===== src/rtl/mprx_pkg.sv =====
package mprx_pkg;

  localparam int NUM_FLAGS = 3;
  localparam int FLAG_RDY  = 0;
  localparam int FLAG_OVR  = 1;
  localparam int FLAG_FER  = 2;

  typedef enum logic [1:0] {
    RX_IDLE,
    RX_START,
    RX_BITS
  } rxState_t;

  typedef struct packed {
    logic restartCnt;
    logic shiftBit;
    logic loadData;
  } rxStrobes_t;

endpackage


===== src/rtl/mprx_datapath.sv =====
module mprx_datapath
  import mprx_pkg::*;
#(
  parameter int DATA_BITS     = 8,
  parameter int OVERSAMPLE    = 16,
  parameter int CLKS_PER_TICK = 4,
  parameter int SYNC_STAGES   = 2
) (
  input  logic                 clk,
  input  logic                 rstN,
  input  logic                 rxLine,
  input  rxStrobes_t           strobes,
  output logic                 tick,
  output logic                 midPoint,
  output logic                 bitPoint,
  output logic                 lineSync,
  output logic                 frameMpb,
  output logic [DATA_BITS-1:0] rxData
);

  localparam int CNT_W   = $clog2(OVERSAMPLE);
  localparam int SHIFT_W = DATA_BITS + 1;
  localparam logic [CNT_W-1:0] MID_CNT = CNT_W'(OVERSAMPLE / 2 - 1);
  localparam logic [CNT_W-1:0] END_CNT = CNT_W'(OVERSAMPLE - 1);

  // Line synchronizer; idle level is high
  logic [SYNC_STAGES-1:0] syncQ;
  always_ff @(posedge clk or negedge rstN) begin
    if (!rstN) syncQ <= '1;
    else       syncQ <= {syncQ[SYNC_STAGES-2:0], rxLine};
  end
  assign lineSync = syncQ[SYNC_STAGES-1];

  // Oversample tick generator
  generate
    if (CLKS_PER_TICK > 1) begin : g_div
      localparam int DIV_W = $clog2(CLKS_PER_TICK);
      localparam logic [DIV_W-1:0] DIV_END = DIV_W'(CLKS_PER_TICK - 1);
      logic [DIV_W-1:0] divCnt;
      always_ff @(posedge clk or negedge rstN) begin
        if (!rstN)                divCnt <= '0;
        else if (divCnt == DIV_END) divCnt <= '0;
        else                      divCnt <= divCnt + DIV_W'(1);
      end
      assign tick = (divCnt == DIV_END);
    end else begin : g_nodiv
      assign tick = 1'b1;
    end
  endgenerate

  // Sample position within a bit
  logic [CNT_W-1:0] sampCnt;
  always_ff @(posedge clk or negedge rstN) begin
    if (!rstN)                   sampCnt <= '0;
    else if (strobes.restartCnt) sampCnt <= '0;
    else if (tick)               sampCnt <= sampCnt + CNT_W'(1);
  end
  assign midPoint = tick && (sampCnt == MID_CNT);
  assign bitPoint = tick && (sampCnt == END_CNT);

  // Shift register: data bits enter at the top, marker bit last
  logic [SHIFT_W-1:0] shiftReg;
  always_ff @(posedge clk or negedge rstN) begin
    if (!rstN)                 shiftReg <= '0;
    else if (strobes.shiftBit) shiftReg <= {lineSync, shiftReg[SHIFT_W-1:1]};
  end
  assign frameMpb = shiftReg[SHIFT_W-1];

  always_ff @(posedge clk or negedge rstN) begin
    if (!rstN)                 rxData <= '0;
    else if (strobes.loadData) rxData <= shiftReg[DATA_BITS-1:0];
  end

  // the register takes the byte that was assembled
  a_r1_load_copies_shift: assert property (@(posedge clk) disable iff (!rstN)
    $past(strobes.loadData) |-> rxData == $past(shiftReg[DATA_BITS-1:0]));

endmodule


===== src/rtl/mprx_control.sv =====
module mprx_control
  import mprx_pkg::*;
#(
  parameter int DATA_BITS = 8
) (
  input  logic       clk,
  input  logic       rstN,
  input  logic       tick,
  input  logic       midPoint,
  input  logic       bitPoint,
  input  logic       lineSync,
  input  logic       frameMpb,
  input  logic       statRead,
  input  logic       statWrite,
  input  logic [2:0] statWrData,
  input  logic       ctrlWrite,
  input  logic [1:0] ctrlWrData,
  output rxStrobes_t strobes,
  output logic       dataReady,
  output logic       overrun,
  output logic       frameErr,
  output logic       rxEnable,
  output logic       idWait
);

  localparam int IDX_W = $clog2(DATA_BITS + 2);
  localparam logic [IDX_W-1:0] STOP_IDX = IDX_W'(DATA_BITS + 1);

  rxState_t             state;
  logic [IDX_W-1:0]     bitIdx;
  logic [NUM_FLAGS-1:0] flagQ, armQ, setV, clrV;

  logic locked, runOk, frameDone, acceptFrame;

  assign locked    = flagQ[FLAG_OVR] | flagQ[FLAG_FER];
  assign runOk     = rxEnable && !locked;
  assign frameDone = (state == RX_BITS) && bitPoint && (bitIdx == STOP_IDX);
  // Marker-0 frames are skipped during address wait
  assign acceptFrame = frameDone && lineSync && !(idWait && !frameMpb);

  always_comb begin
    strobes.restartCnt = ((state == RX_IDLE) && tick && !lineSync && runOk) ||
                         ((state == RX_START) && midPoint);
    strobes.shiftBit   = (state == RX_BITS) && bitPoint && (bitIdx != STOP_IDX);
    strobes.loadData   = acceptFrame && !flagQ[FLAG_RDY];
  end

  // Bit-level sequencer
  always_ff @(posedge clk or negedge rstN) begin
    if (!rstN) begin
      state  <= RX_IDLE;
      bitIdx <= '0;
    end else if (!runOk) begin
      state <= RX_IDLE;
    end else begin
      case (state)
        RX_IDLE:  if (tick && !lineSync) state <= RX_START;
        RX_START: if (midPoint) begin
                    state  <= lineSync ? RX_IDLE : RX_BITS;
                    bitIdx <= '0;
                  end
        RX_BITS:  if (bitPoint) begin
                    if (bitIdx == STOP_IDX) state <= RX_IDLE;
                    else bitIdx <= bitIdx + IDX_W'(1);
                  end
        default:  state <= RX_IDLE;
      endcase
    end
  end

  // Sticky status flags with read-then-write-zero clearing
  assign setV[FLAG_RDY] = strobes.loadData;
  assign setV[FLAG_OVR] = acceptFrame && flagQ[FLAG_RDY];
  assign setV[FLAG_FER] = frameDone && !lineSync;

  generate
    for (genvar i = 0; i < NUM_FLAGS; i++) begin : g_flag
      assign clrV[i] = statWrite && !statWrData[i] && armQ[i];
      always_ff @(posedge clk or negedge rstN) begin
        if (!rstN) begin
          flagQ[i] <= 1'b0;
          armQ[i]  <= 1'b0;
        end else begin
          if (setV[i])      flagQ[i] <= 1'b1;
          else if (clrV[i]) flagQ[i] <= 1'b0;
          if (!flagQ[i] || clrV[i]) armQ[i] <= 1'b0;
          else if (statRead)        armQ[i] <= 1'b1;
        end
      end
    end
  endgenerate

  assign dataReady = flagQ[FLAG_RDY];
  assign overrun   = flagQ[FLAG_OVR];
  assign frameErr  = flagQ[FLAG_FER];

  // Control bits; the hardware drops address wait once an ID byte lands
  always_ff @(posedge clk or negedge rstN) begin
    if (!rstN) begin
      rxEnable <= 1'b0;
      idWait   <= 1'b0;
    end else if (ctrlWrite) begin
      rxEnable <= ctrlWrData[0];
      idWait   <= ctrlWrData[1];
    end else if (strobes.loadData && frameMpb) begin
      idWait <= 1'b0;
    end
  end

  // disabled receiver sits idle
  a_r9_idle_when_disabled: assert property (@(posedge clk) disable iff (!rstN)
    $past(!rxEnable) |-> state == RX_IDLE);

  // a locked receiver does not run the sequencer
  a_r7_locked_idle: assert property (@(posedge clk) disable iff (!rstN)
    (overrun || frameErr) |-> state == RX_IDLE);

  // overrun only falls after it was read as set
  a_r10_clear_after_read: assert property (@(posedge clk) disable iff (!rstN)
    $fell(overrun) |-> $past(armQ[FLAG_OVR]));

  // address wait ends by hardware only on an accepted ID byte
  a_r4_idwait_hw_clear: assert property (@(posedge clk) disable iff (!rstN)
    ($fell(idWait) && !$past(ctrlWrite)) |-> $past(strobes.loadData && frameMpb));

endmodule


===== src/rtl/mp_serial_rx.sv =====
module mp_serial_rx
  import mprx_pkg::*;
#(
  parameter int DATA_BITS     = 8,
  parameter int OVERSAMPLE    = 16,
  parameter int CLKS_PER_TICK = 4,
  parameter int SYNC_STAGES   = 2
) (
  input  logic                 clk,
  input  logic                 rstN,
  input  logic                 rxLine,
  input  logic                 statRead,
  input  logic                 statWrite,
  input  logic [2:0]           statWrData,
  input  logic                 ctrlWrite,
  input  logic [1:0]           ctrlWrData,
  output logic [DATA_BITS-1:0] rxData,
  output logic                 dataReady,
  output logic                 overrun,
  output logic                 frameErr,
  output logic                 rxEnable,
  output logic                 idWait,
  output logic                 lineLevel
);

  rxStrobes_t ctrlStrobes;
  logic tick, midPoint, bitPoint, lineSync, frameMpb;

  mprx_datapath #(
    .DATA_BITS(DATA_BITS), .OVERSAMPLE(OVERSAMPLE),
    .CLKS_PER_TICK(CLKS_PER_TICK), .SYNC_STAGES(SYNC_STAGES)
  ) uDatapath (
    .clk(clk), .rstN(rstN), .rxLine(rxLine), .strobes(ctrlStrobes),
    .tick(tick), .midPoint(midPoint), .bitPoint(bitPoint),
    .lineSync(lineSync), .frameMpb(frameMpb), .rxData(rxData)
  );

  mprx_control #(.DATA_BITS(DATA_BITS)) uControl (
    .clk(clk), .rstN(rstN), .tick(tick), .midPoint(midPoint),
    .bitPoint(bitPoint), .lineSync(lineSync), .frameMpb(frameMpb),
    .statRead(statRead), .statWrite(statWrite), .statWrData(statWrData),
    .ctrlWrite(ctrlWrite), .ctrlWrData(ctrlWrData), .strobes(ctrlStrobes),
    .dataReady(dataReady), .overrun(overrun), .frameErr(frameErr),
    .rxEnable(rxEnable), .idWait(idWait)
  );

  assign lineLevel = lineSync;

  // ready flag rises only with a byte load
  a_r1_ready_from_load: assert property (@(posedge clk) disable iff (!rstN)
    $rose(dataReady) |-> $past(ctrlStrobes.loadData));

  // an unread byte is never overwritten
  a_r5_data_held: assert property (@(posedge clk) disable iff (!rstN)
    (dataReady && $past(dataReady)) |-> $stable(rxData));

endmodule


===== config.mk =====
export PLATFORM = sky130hd
export DESIGN_NAME = mp_serial_rx
export DESIGN_NICKNAME = d
export VERILOG_FILES = /design/src/rtl/mprx_pkg.sv /design/src/rtl/mprx_datapath.sv /design/src/rtl/mprx_control.sv /design/src/rtl/mp_serial_rx.sv
export SDC_FILE = /design/constraint.sdc
export NUM_CORES = 1
export LEC_CHECK = 0
export CORE_ASPECT_RATIO = 1.25
export CORE_MARGIN = 2
export CORE_UTILIZATION = 65
export CTS_CLUSTER_SIZE = 8
export DETAILED_ROUTE_END_ITERATION = 8
export DONT_BUFFER_PORTS = 1
export GPL_ROUTABILITY_DRIVEN = 0
export HOLD_SLACK_MARGIN = 0.1
export PLACE_DENSITY = 0.89
export SLEW_MARGIN = 20
export SYNTH_ARGS = -nofsm -noshare
export SYNTH_HDL_FRONTEND = slang
export SYNTH_HIERARCHICAL = 1
export SYNTH_SLANG_ARGS = --single-unit

===== constraint.sdc =====
create_clock -name clk -period 3.8 [get_ports clk]
set_input_delay 0.38 -clock clk [delete_from_list [all_inputs] [get_ports clk]]
set_output_delay 0.38 -clock clk [all_outputs]
set_load 0.03 [all_outputs]

Word level (Yosys, flattened, before mapping)
Cells that the tools add are included.

word-level totals
  register bits after elaboration = 39
  latch bits = 0
  RAM bits = 0
  bits in read-only memories = 0
  bits of input ports = 11
  output and inout port bits = 14
  logic and storage cells = 109
  memories = 0

operators by class
  add/subtract/negate cells = 3
  multipliers = 0
  divide/modulo/power cells = 0
  order comparisons = 0
  equality and inequality tests = 14
  shifts and indexed selects = 0
  muxes and demuxes = 26
  bitwise gates (word level) = 1
  reduce and logical (&&, ||, !) cells = 50

operators with widths
  cell                                                                   count
  1-bit logical AND                                                      24
  4-bit two-way mux                                                      5
  2-bit nonzero test                                                     9
  2-bit two-way mux                                                      7
  1-bit two-way mux                                                      12
  1-bit logical NOT                                                      10
  4-bit by 1-bit adder with 4-bit output, second input constant          2
  4-bit equality test, second input constant                             2
  4-bit case mux with 2 select lines                                     1
  3-bit by 2-bit != test with 1-bit output, second input constant        2
  3-bit != test, second input constant                                   2
  2-bit case mux with 3 select lines                                     1
  5-bit AND reduction                                                    1
  2-bit equality test, second input constant                             2
  4-bit by 3-bit equality test with 1-bit output, second input constant  1
  1-bit logical OR                                                       4
  2-bit by 1-bit != test with 1-bit output, second input constant        2
  4-bit != test, second input constant                                   1
  4-bit AND reduction                                                    1
  2-bit by 1-bit adder with 2-bit output, second input constant          1
  2-bit by 1-bit equality test with 1-bit output, second input constant  1
  2-bit logical NOT                                                      1
  2-bit != test, second input constant                                   1
  1-bit bitwise OR                                                       1

Logic depth before layout (Yosys ltp)
Gate-level depths: netlist of run 1.

  depth in word-level cells = 10
  depth in mapped cells = 10
  depth with buffers taken out = 7

Cells and area by module
The synthesis of run 1 kept the hierarchy.

by module, submodules not included
  module         instances  cells each  area an instance (um^2)  seq. area each (um^2)
  mprx_datapath  1          63          980.9                    628.1
  mprx_control   1          73          743.2                    350.3

Worst setup path before layout of run 1
OpenSTA, ideal clock, no wires.

  path kind = reg2reg
  from = register uDatapath.g_div.divCnt[0]
  to = register uDatapath.rxData[0]
  library setup time = 0.125 ns
  arrival = 2.035 ns
  required time = 3.675 ns
  path slack = 1.641 ns
  stages on the path, launching flop included = 11
  buffers on the path = 3
  path through = dfrtp_1 > ha_1 > buf_6 > nand3_1 > nor2_1 > and4b_1 > o2111ai_1 > nor2_2 > buf_4 > buf_2 > mux2_2

on the way
  word-level cells in the longest chain between the ends = 7

RTL lines
  what                            line                 RTL
  start: declaration              mprx_datapath.sv:39  logic [DIV_W-1:0] divCnt;
  start signal: assignment        mprx_datapath.sv:43  else divCnt <= divCnt + DIV_W'(1);
  2-bit equality test             mprx_datapath.sv:45  assign tick = (divCnt == DIV_END);
  named net tick                  mp_serial_rx.sv:27   logic tick, midPoint, bitPoint, lineSync, frameMpb;
  1-bit logical AND               mprx_datapath.sv:59  assign bitPoint = tick && (sampCnt == END_CNT);
  named net bitPoint              mp_serial_rx.sv:27
  1-bit logical AND (2 in a row)  mprx_control.sv:37   assign frameDone = (state == RX_BITS) && bitPoint && (bitIdx == STOP_IDX);
  1-bit logical AND (2 in a row)  mprx_control.sv:39   assign acceptFrame = frameDone && lineSync && !(idWait && !frameMpb);
  1-bit logical AND               mprx_control.sv:45   strobes.loadData = acceptFrame && !flagQ[FLAG_RDY];
  named net uControl.setV[0]      mprx_control.sv:31   logic [NUM_FLAGS-1:0] flagQ, armQ, setV, clrV;
  end signal: assignment          mprx_datapath.sv:71  else if (strobes.loadData) rxData <= shiftReg[DATA_BITS-1:0];
  end: declaration                mprx_datapath.sv:18  output logic [DATA_BITS-1:0] rxData

The timed path passes the listed nets, and every way through them passes these cells.
A chain may end at the register's enable or synchronous reset.

==> results.md, run 1 <==
- Run status: completed
- Tightest Pin Transition: between 500 and 600 ps
- Post-Syn Area: 1720 um2
- Resized Gates After CTS: 0
- Commonest non-fill, non-tap cell in the layout: dfrtp_1
- Worst Skew: approximately 15 ps
- Cell leakage power: 0.914 nW
- Slew Limit Fails: 0
- CTS Buf Count: 5
- Hold wc startpoint: statRead
- Die X: 50.1 um
- Critical Path End Type: flip-flop
- Final min period: roughly 2500 ps
- Setup CP Type: flip-flop to flip-flop
- Chip height: 61.6 um
- Io pins: 25
- Fin nets: 157
- Antenna fix cells: 0
- CP Cell Sequence: ha_1, nand3_1, nor2_1, and4b_1, o2111ai_1, nor2_2, mux2_2
- Hold WC Path Type: primary input to flip-flop
- 1st-iter DRT viols: 35
- Internal power: 0.627 mW
- Combinational share of power: 0.103
- CTS root buf: clkbuf_4
- Top delay family on crit path: simple AND/OR/NAND/NOR gates
- Pwr/cell area: 464 nW/um2
- Fin cells: 176
- R2R setup slack: 1260 ps
- Crit path depth: 7
- Clk Latency, worst-skew pair: 350 ps
- TNS Setup: 0 ps
- DR WL/cell: 17.4 um
- Core area: 2480 um2
- CTS tree: built
- Seq/Total Area, Yosys: 0.567
- Vias/cell: a little over 6
- GRT Overall Usage: 0.235
- Clk sink count: 39
- Syn Inst Count: 136
- Library cells used by synthesis: 42
- Share of cells above drive strength 1: 0.252
- Cells after DPL: approximately 170
- Fmax: 0.394 GHz
- Dpl hpwl: roughly 2200 um
- RR Startpoint: uDatapath/g_div.divCnt[0]
- Switching power: 0.235 mW
- Vias: 1068
- Site Rows: 20
- CP max stage cell: nor2_2
- Post-synth top flop: dfrtp_1
- IO buf count: 0
- Post-synth EDFFs: 0
- Area added between synthesis and finish: 7.76%
- Startpoint Class: flip-flop
- Post-synthesis average cell area: between 10 and 15 um2
- Max-cap viol count: 0
- Final worst-path cycle share: 0.668
- Ys Warns: 6
- Die footprint: around 3000 um2
- Reg clk slew, reported paths: between 100 and 150 ps
- Initial antenna violation count: 0
- Hold path depth: 2
- Drc violations: 0
- Async SR Flop Fraction: 1.00
- Hold buffers post-CTS: 3
- CP arrival: 2770 ps
- Setup bufs post-CTS: 0
- FF-to-FF path depth: 7
- Worst-path maximum fanout: 10
- Largest net degree at the start of global routing: 40
- Clk buf depth: 2
- Vias in the first global route: between 1000 and 1500
- FF+latch count, synth: 39
- Final hold vios: 0
- Final wirelength: 3070 um
- Switching Share: 0.272
- Seq pwr share: 0.583
- Share of power burned in the clock network: 0.315
- Critical path data required time: 4040 ps
- CP bufs+invs: 0
- Post-Synthesis Net Count: around 150
- First-pass GRT wire length: 5050 um
- Most frequent cells in the layout: dfrtp_1 (37), mux2_2 (18), nor2_1 (11)
- Global route total overflow: 0
- Hold EP: uControl/armQ[1]
- First-pass DRT Iterations: 4
- Final total power: 0.862 mW
- WHS: 163 ps
- RR Endpoint: uDatapath/rxData[1]
- Post-route ant nets: 0
- RSZ-0062 raised after global routing: no
- Worst slew margin: 0.665
- H-tree Lvls: 2
- Max IR drop VDD: roughly 0.50 mV
- # setup viols final: 0
- Crit path largest cell delay: between 400 and 500 ps
- Initial cell density of the core: 0.696
-- power by group through the flow --
stage | Clock, mW | Sequential (mW) | Combinational (mW)
6_report | 0.271 | 0.502 | 0.0884
5_1_grt | 0.295 | 0.509 | 0.0994
4_1_cts | 0.281 | 0.502 | 0.0872
3_5_place_dp | 0 | 0.510 | 0.0746
3_3_place_gp | 0 | 0.508 | 0.0686
2_1_floorplan | 0 | 0.501 | 0.0610
-- synthesized netlist by cell type (2+ instances only) --
cell,instances,area [um2]
inv_1,8,30.0
mux2i_1,2,20.0
dfrtp_1,37,926
mux2_2,18,203
o21ai_0,3,15.0
nand3b_1,5,37.5
dfstp_2,2,52.6
a31oi_1,2,12.5
ha_1,4,50.1
o211a_1,2,20.0
nand2_1,6,22.5
a21oi_1,3,15.0
buf_2,2,10.0
a21o_1,3,22.5
nor2_1,11,41.3
nor3_1,2,10.0
-- layer usage --
layer	part of all wire	vias up	GRT usage
met4	0.017	0	0.103
met3	0.044	7	0.0801
li1	-	494	-
met1	0.40	538	0.263
met2	0.54	29	0.412
met5	0	-	0
-- state kept, by name, indices dropped and copies added (netlist names) --
signal	flops
uDatapath/syncQ	2
uControl/armQ	3
uControl/idWait	1
uControl/frameErr	1
uControl/dataReady	1
uControl/overrun	1
uControl/bitIdx	4
uDatapath/g_div.divCnt	2
uDatapath/shiftReg	9
uDatapath/sampCnt	4
uControl/rxEnable	1
uControl/state	2
uDatapath/rxData	8
-- metrics by stage --
step,setup WS (ps),instance area (um2),utilization
floorplan,1640,1720,-
global placement,1440,1740,0.701
detailed placement,1290,1740,0.701
CTS,1280,1860,0.750
global route,1070,1860,0.750
finish,1260,1860,0.750
-- kinds of logic after synthesis --
logic type	share of synthesized area
buffers and inverters	0.0341
DFF	0.567
adders and majority gates	0.0290
xor gates and xnor gates	0.00508
AOI/OAI and AO/OA	0.0878
and+or+nand+nor	0.139
muxes	0.138
-- worst register-to-register path: cells and delay by family, from the launching register on --
family          cells  cell delay [ps]
compound gates      1              160
fa+ha+maj           1              370
flops               1              380
mux                 1              400
simple gates        4             1110
-- cell type report --
type,count,area [um2]
Clock buffer,5,37.5
Clock inverter,3,43.8
Fill cell,153,619
Inverter,8,30.0
Multi-Input combinational cell,85,687
Sequential cell,39,978
Tap cell,33,41.3
Timing Repair Buffer,3,40.0
-- how the worst max path moves through the flow --
stage                         startpoint                   to  slack [ps]
2_1_floorplan  uDatapath/g_div.divCnt[0]  uDatapath/rxData[0]        1640
3_3_place_gp   uDatapath/g_div.divCnt[0]  uDatapath/rxData[3]        1440
3_5_place_dp   uDatapath/g_div.divCnt[0]  uDatapath/rxData[1]        1290
4_1_cts        uDatapath/g_div.divCnt[0]  uDatapath/rxData[1]        1280
5_1_grt        uDatapath/g_div.divCnt[0]  uDatapath/rxData[1]        1070
6_report       uDatapath/g_div.divCnt[0]  uDatapath/rxData[1]        1260
No activity file was read; power rests on OpenSTA's default activity.
==> inputs of run 2 (changes only) <==
Settings changed: ABC_AREA from default to 1, CORE_UTILIZATION 65 to 55, PLACE_DENSITY 0.89 to 0.81.
Clock period 3.8 ns to 2.1 ns, I/O delays scaled along.
==> results.md, run 2 <==
- Fmax: 0.529 GHz
- First-pass DRT Iterations: 5
- Clk buf depth: 2
- Crit path largest cell delay: 390 ps
- Core area: 2970 um2
- Cells after DPL: 227
- Async SR Flop Fraction: 1.00
- Worst-path maximum fanout: 14
- CP arrival: ~2200 ps
- Io pins: 25
- CTS Buf Count: 5
- Largest register FFs: 9
- Slew Limit Fails: 0
- Cell taking the most area after synthesis: dfrtp_1
- 1st-iter DRT viols: 16
- Library cells used by synthesis: 24
- Fin nets: 225
- Antenna fix cells: 0
- # setup viols final: 0
- Final hold vios: 0
- Largest net degree at the start of global routing: 40
- Most frequent cells in the layout: nand2_1 (39), dfrtp_1 (37), nor2_1 (29)
- Vias in the first global route: 1337
- Ys Warns: 6
- Die X: 54.2 um
- Commonest non-fill, non-tap cell in the layout: nand2_1
- Largest Register: uDatapath/shiftReg
- Crit. Startpoint: uDatapath/g_div.divCnt[0]
- First-pass GRT wire length: around 5400 um
- Startpoint Class: flip-flop
- Reg clk slew, reported paths: around 120 ps
- RSZ-0062 raised after global routing: no
- Vias/cell: 5.36
- Final worst-path cycle share: 0.899
- IO buf count: 0
- Worst Skew: 11.8 ps
- Initial antenna violation count: 0
- Top Registers: uDatapath/shiftReg x9, uDatapath/rxData x8
- R2R setup slack: 210 ps
- RR Startpoint: uDatapath/g_div.divCnt[0]
- Max IR drop VDD: 0.546 mV
- Syn Inst Count: 193
- Post-Synthesis Net Count: 208
- Post-synth top flop: dfrtp_1
- FF+latch count, synth: 39
- CTS tree: built
- Critical Path End Type: flip-flop
- Seq/Total Area, Yosys: 0.565
- DR WL/cell: roughly 13 um
- Hold WC Path Type: primary input to asynchronous set/reset pin
- Yosys top cell area share: 0.534
- Final wirelength: 3220 um
- Chip height: 66.8 um
- Fin cells: about 250
- Clk Latency, worst-skew pair: 350 ps
- Worst slew margin: 0.760
- Site Rows: 22
- Post-Syn Area: 1730 um2
- CTS root buf: clkbuf_4
- CP max stage cell: dfrtp_1
- FF-to-FF path depth: 10
- Setup crit end: uDatapath/rxData[6]
- Synth top cells by count: nand2_1 (39), dfrtp_1 (37), nor2_1 (29)
- Post-synth EDFFs: 0
- Area added between synthesis and finish: 12.6%
- Setup bufs post-CTS: 0
- CP Cell Sequence: ha_2, nand3_1, nor2_1, nand2_1, nor2_2, nand3_1, inv_1, buf_4, nor2_1, a21oi_1
- Top delay family on crit path: simple AND/OR/NAND/NOR gates
- Dpl hpwl: 2220 um
- Die footprint: 3620 um2
- Post-route ant nets: 0
- TNS Setup: 0 ps
- Final min period: 1890 ps
- Initial cell density of the core: 0.583
- GRT Overall Usage: 0.216
- Top-count cell post-synth: nand2_1
- Share of cells above drive strength 1: 0.128
- Drc violations: 0
- H-tree Lvls: 2
- CP bufs+invs: 2
- Pwr/cell area: 769 nW/um2
- Tightest Pin Transition: between 300 and 400 ps
- Run status: completed
- Crit path depth: 10
- Critical path data required time: 2360 ps
- Global route total overflow: 0
- Post-synthesis average cell area: between 8 and 9 um2
- Clk sink count: 39
- Cell leakage power: between 0.9 and 1 nW
- Vias: about 1300
- Max-cap viol count: 0
- Dominant cells by area after synthesis: dfrtp_1 (53%), nand2_1 (8.4%), nor2_1 (6.3%)
- Setup CP Type: flip-flop to flip-flop
- RR Endpoint: uDatapath/rxData[6]
-- run 2: cell types whose count changed in the layout (fill, tap and decap cells not counted), sizes merged, moves of 3 or more --
cell	change
inv	+16
dlygate4sd3	+9
a21oi	+7
nand3	+7
mux2	-17
o21ai	+10
nor2	+21
nand3b	-3
nand2	+37
a21o	-3
-- run 2: how the worst min path moves through the flow --
stage                                       end  cells past startpoint  slack, ps  from
final                         uControl/frameErr                      2        330  rstN
after global routing      uDatapath/shiftReg[7]                      2        310  rstN
after CTS                     uControl/state[1]                      2        310  rstN
after detailed placement     uControl/bitIdx[2]                      0        -80  rstN
after global placement       uControl/bitIdx[2]                      0        -80  rstN
after floorplan                uControl/armQ[0]                      0        -90  rstN
-- run 2: cell type report --
| class | count | area, um2 |
|---|---|---|
| Sequential cell | 39 | 978 |
| Tap cell | 36 | 45.0 |
| Inverter | 24 | 90.1 |
| Clock buffer | 5 | 37.5 |
| Fill cell | 254 | 1020 |
| Multi-Input combinational cell | 126 | 636 |
| Clock inverter | 3 | 20.0 |
| Timing Repair Buffer | 14 | 145 |
-- run 2: repair_timing --
item                                    4_1_cts  5_1_grt
gates resized for setup                       0        1
hold buffers                                 12        0
endpoints found under the hold margin        48        0
endpoints found under the setup margin        0        2
-- run 2: worst reg2reg max path: cells and delay by family, from the launching register on --
kind            cells  cell delay [ps]
flops               1              390
simple gates        6              730
compound gates      1              140
buf+inv             2              280
fa+ha+maj           1              280
-- run 2: kinds of logic after synthesis --
family	Yosys count	share of synthesized area
simple gates	94	0.244
flops	39	0.565
buf+inv	28	0.0700
compound gates	24	0.0693
fa+ha+maj	4	0.0289
xor+xnor	2	0.0101
mux	2	0.0130
-- run 2: power breakdown --
group / internal (mW) / total (mW) / switching, mW
sequential: 0.818 / 0.917 / 0.0985
clock: 0.128 / 0.373 / 0.245
combinational: 0.0852 / 0.211 / 0.126
total: 1.03 / 1.50 / 0.469
-- run 2: metal layers --
metal  vias up  share of wire  track usage  routed length, um
met1       626           0.40        0.232               1280
met2        51           0.51        0.352               1650
met3         7          0.067       0.0852                216
met5         -              0            0                  0
li1        640              -            -                  -
met4         0          0.023        0.119                 73
-- run 2: through the flow --
step                      utilization  power (mW)  setup WS (ps)  cell area [um2]  hold slack (ps)
after floorplan                     -        1.05            310             1730            -85.6
after global placement          0.593        1.08            320             1760            -84.6
after detailed placement        0.593        1.10            191             1760            -84.7
after CTS                       0.656        1.52            161             1950              313
after global routing            0.657        1.60           14.0             1950              307
final                           0.657        1.50            211             1950              329
==> inputs of run 3 (changes only) <==
Settings changed: CORE_UTILIZATION 55 to 50, MAX_ROUTING_LAYER from default to met4, PLACE_DENSITY 0.81 to 0.76.
==> results.md, run 3 (synthesized netlist as in run 2, its figures left out) <==
- H-tree Lvls: 2
- Final wirelength: ~3000 um
- Largest Register: uDatapath/shiftReg
- Hold wc startpoint: statWrite
- Final total power: 1.83 mW
- GRT Overall Usage: 0.170
- Max IR drop VDD: 0.773 mV
- Commonest non-fill, non-tap cell in the layout: nand2_1
- Pwr/cell area: 924 nW/um2
- Resized Gates After CTS: 0
- First-pass DRT Iterations: 4
- Top Registers: uDatapath/shiftReg x9, uDatapath/rxData x8
- Critical Path End Type: flip-flop
- Global route total overflow: 0
- Worst-path maximum fanout: 14
- Clk Latency, worst-skew pair: 290 ps
- Critical path data required time: 2310 ps
- Vias/cell: about 5
- Area added between synthesis and finish: 14.4%
- CTS root buf: clkbuf_8
- Dpl ws: about 380 ps
- Core area: 3250 um2
- Dpl hpwl: 1990 um
- CTS tree: built
- Clk buf depth: 2
- Final worst slack: 355 ps
- Site Rows: 23
- Most frequent cells in the layout: nand2_1 (39), dfrtp_1 (37), nor2_1 (29)
- Initial cell density of the core: 0.533
- CTS Buf Count: 5
- Initial antenna violation count: 0
- Fmax: around 0.57 GHz
- Hold WC Path Type: primary input to flip-flop
- Drc violations: 0
- Max-cap viol count: 0
- Setup bufs post-CTS: 0
- Share of cells above drive strength 1: 0.126
- Largest register FFs: 9
- Io pins: 25
- 1st-iter DRT viols: 43
- Antenna fix cells: 0
- Tightest Pin Transition: 367 ps
- Vias in the first global route: ~1200
- CP arrival: 1960 ps
- Startpoint Class: flip-flop
- Slew Limit Fails: 0
- # setup viols final: 0
- TNS Setup: 0 ps
- Die X: about 57 um
- DR WL/cell: about 12 um
- Final worst-path cycle share: 0.831
- Final min period: 1740 ps
- Vias: approximately 1200
- RR Startpoint: uDatapath/sampCnt[0]
- Clk sink count: 39
- Setup CP Type: flip-flop to flip-flop
- Worst Skew: approximately 4.2 ps
- Worst slew margin: 0.755
- First-pass GRT wire length: 5090 um
- Largest net degree at the start of global routing: 40
- Filler cells: approximately 280
- Cell leakage power: slightly below 1 nW
- IO buf count: 0
- Post-route ant nets: 0
- Die footprint: roughly 4000 um2
- Reg clk slew, reported paths: about 70 ps
- Crit. Startpoint: uDatapath/sampCnt[0]
- Run status: completed
- Chip height: 69.8 um
- Fin nets: 221
- Final hold vios: 0
- RSZ-0062 raised after global routing: no
==> run 3: routing by layer <==
layer	share of wire	vias up	GRT usage	wire length [um]
met4	0.016	0	0.0635	46
li1	-	625	-	-
met1	0.45	566	0.207	1320
met2	0.48	24	0.261	1410
met3	0.059	6	0.0560	172
met5	0	-	-	0
==> run 3: where the power goes <==
group          internal, mW  switching (mW)  leakage (nW)
logic                0.0755           0.115         0.387
clock network         0.475           0.251        0.0654
registers             0.819          0.0969         0.519
total                  1.37           0.463         0.972
==> run 3: area by class of cell <==
cell class	instances	area [um2]	share of cell area
clock inverters	2	60.1	0.0303
inverters	24	90.1	0.0454
repair buffers	10	103	0.0517
multi-input cells	126	633	0.319
clock buffers	6	72.6	0.0366
flip-flops and latches	39	978	0.493
well taps	37	46.3	0.0233
==> run 3: path summary, 6_finish.rpt <==
check                           slack [ps]                    to  depth (start not counted)
worst max-delay path                   360   uDatapath/rxData[2]                         10
worst min-delay path                   150      uControl/armQ[0]                          3
worst max register to register         360   uDatapath/rxData[2]                         10
worst min register to register         360    uDatapath/syncQ[1]                          0
max in group asynchronous             1480    uDatapath/syncQ[1]                          2
min in group asynchronous              380  uDatapath/sampCnt[1]                          2
==> run 3: what timing repair did <==
item | CTS | global route
endpoints found under the hold margin | 45 | 0
hold buffers | 7 | 0
endpoints found under the setup margin | 0 | 0
==> run 3: stage by stage <==
step	util	instance area, um2	hold WS [ps]	instances
2_1_floorplan	-	1730	-85.6	193
3_3_place_gp	0.544	1770	-84.3	229
3_5_place_dp	0.544	1770	-84.5	229
4_1_cts	0.610	1980	133	244
5_1_grt	0.610	1980	139	244
6_report	0.610	1980	145	244
==> run 3: worst max-delay path, cell delays in order (launching register included) <==
cell and delay [ps]:
dfrtp_1 400, ha_1 180, nand3_1 120, nor2_1 150
nand2_1 80, nor2_2 140, nand3_1 110, inv_1 90
buf_4 190, nor2_1 70, a21oi_1 140
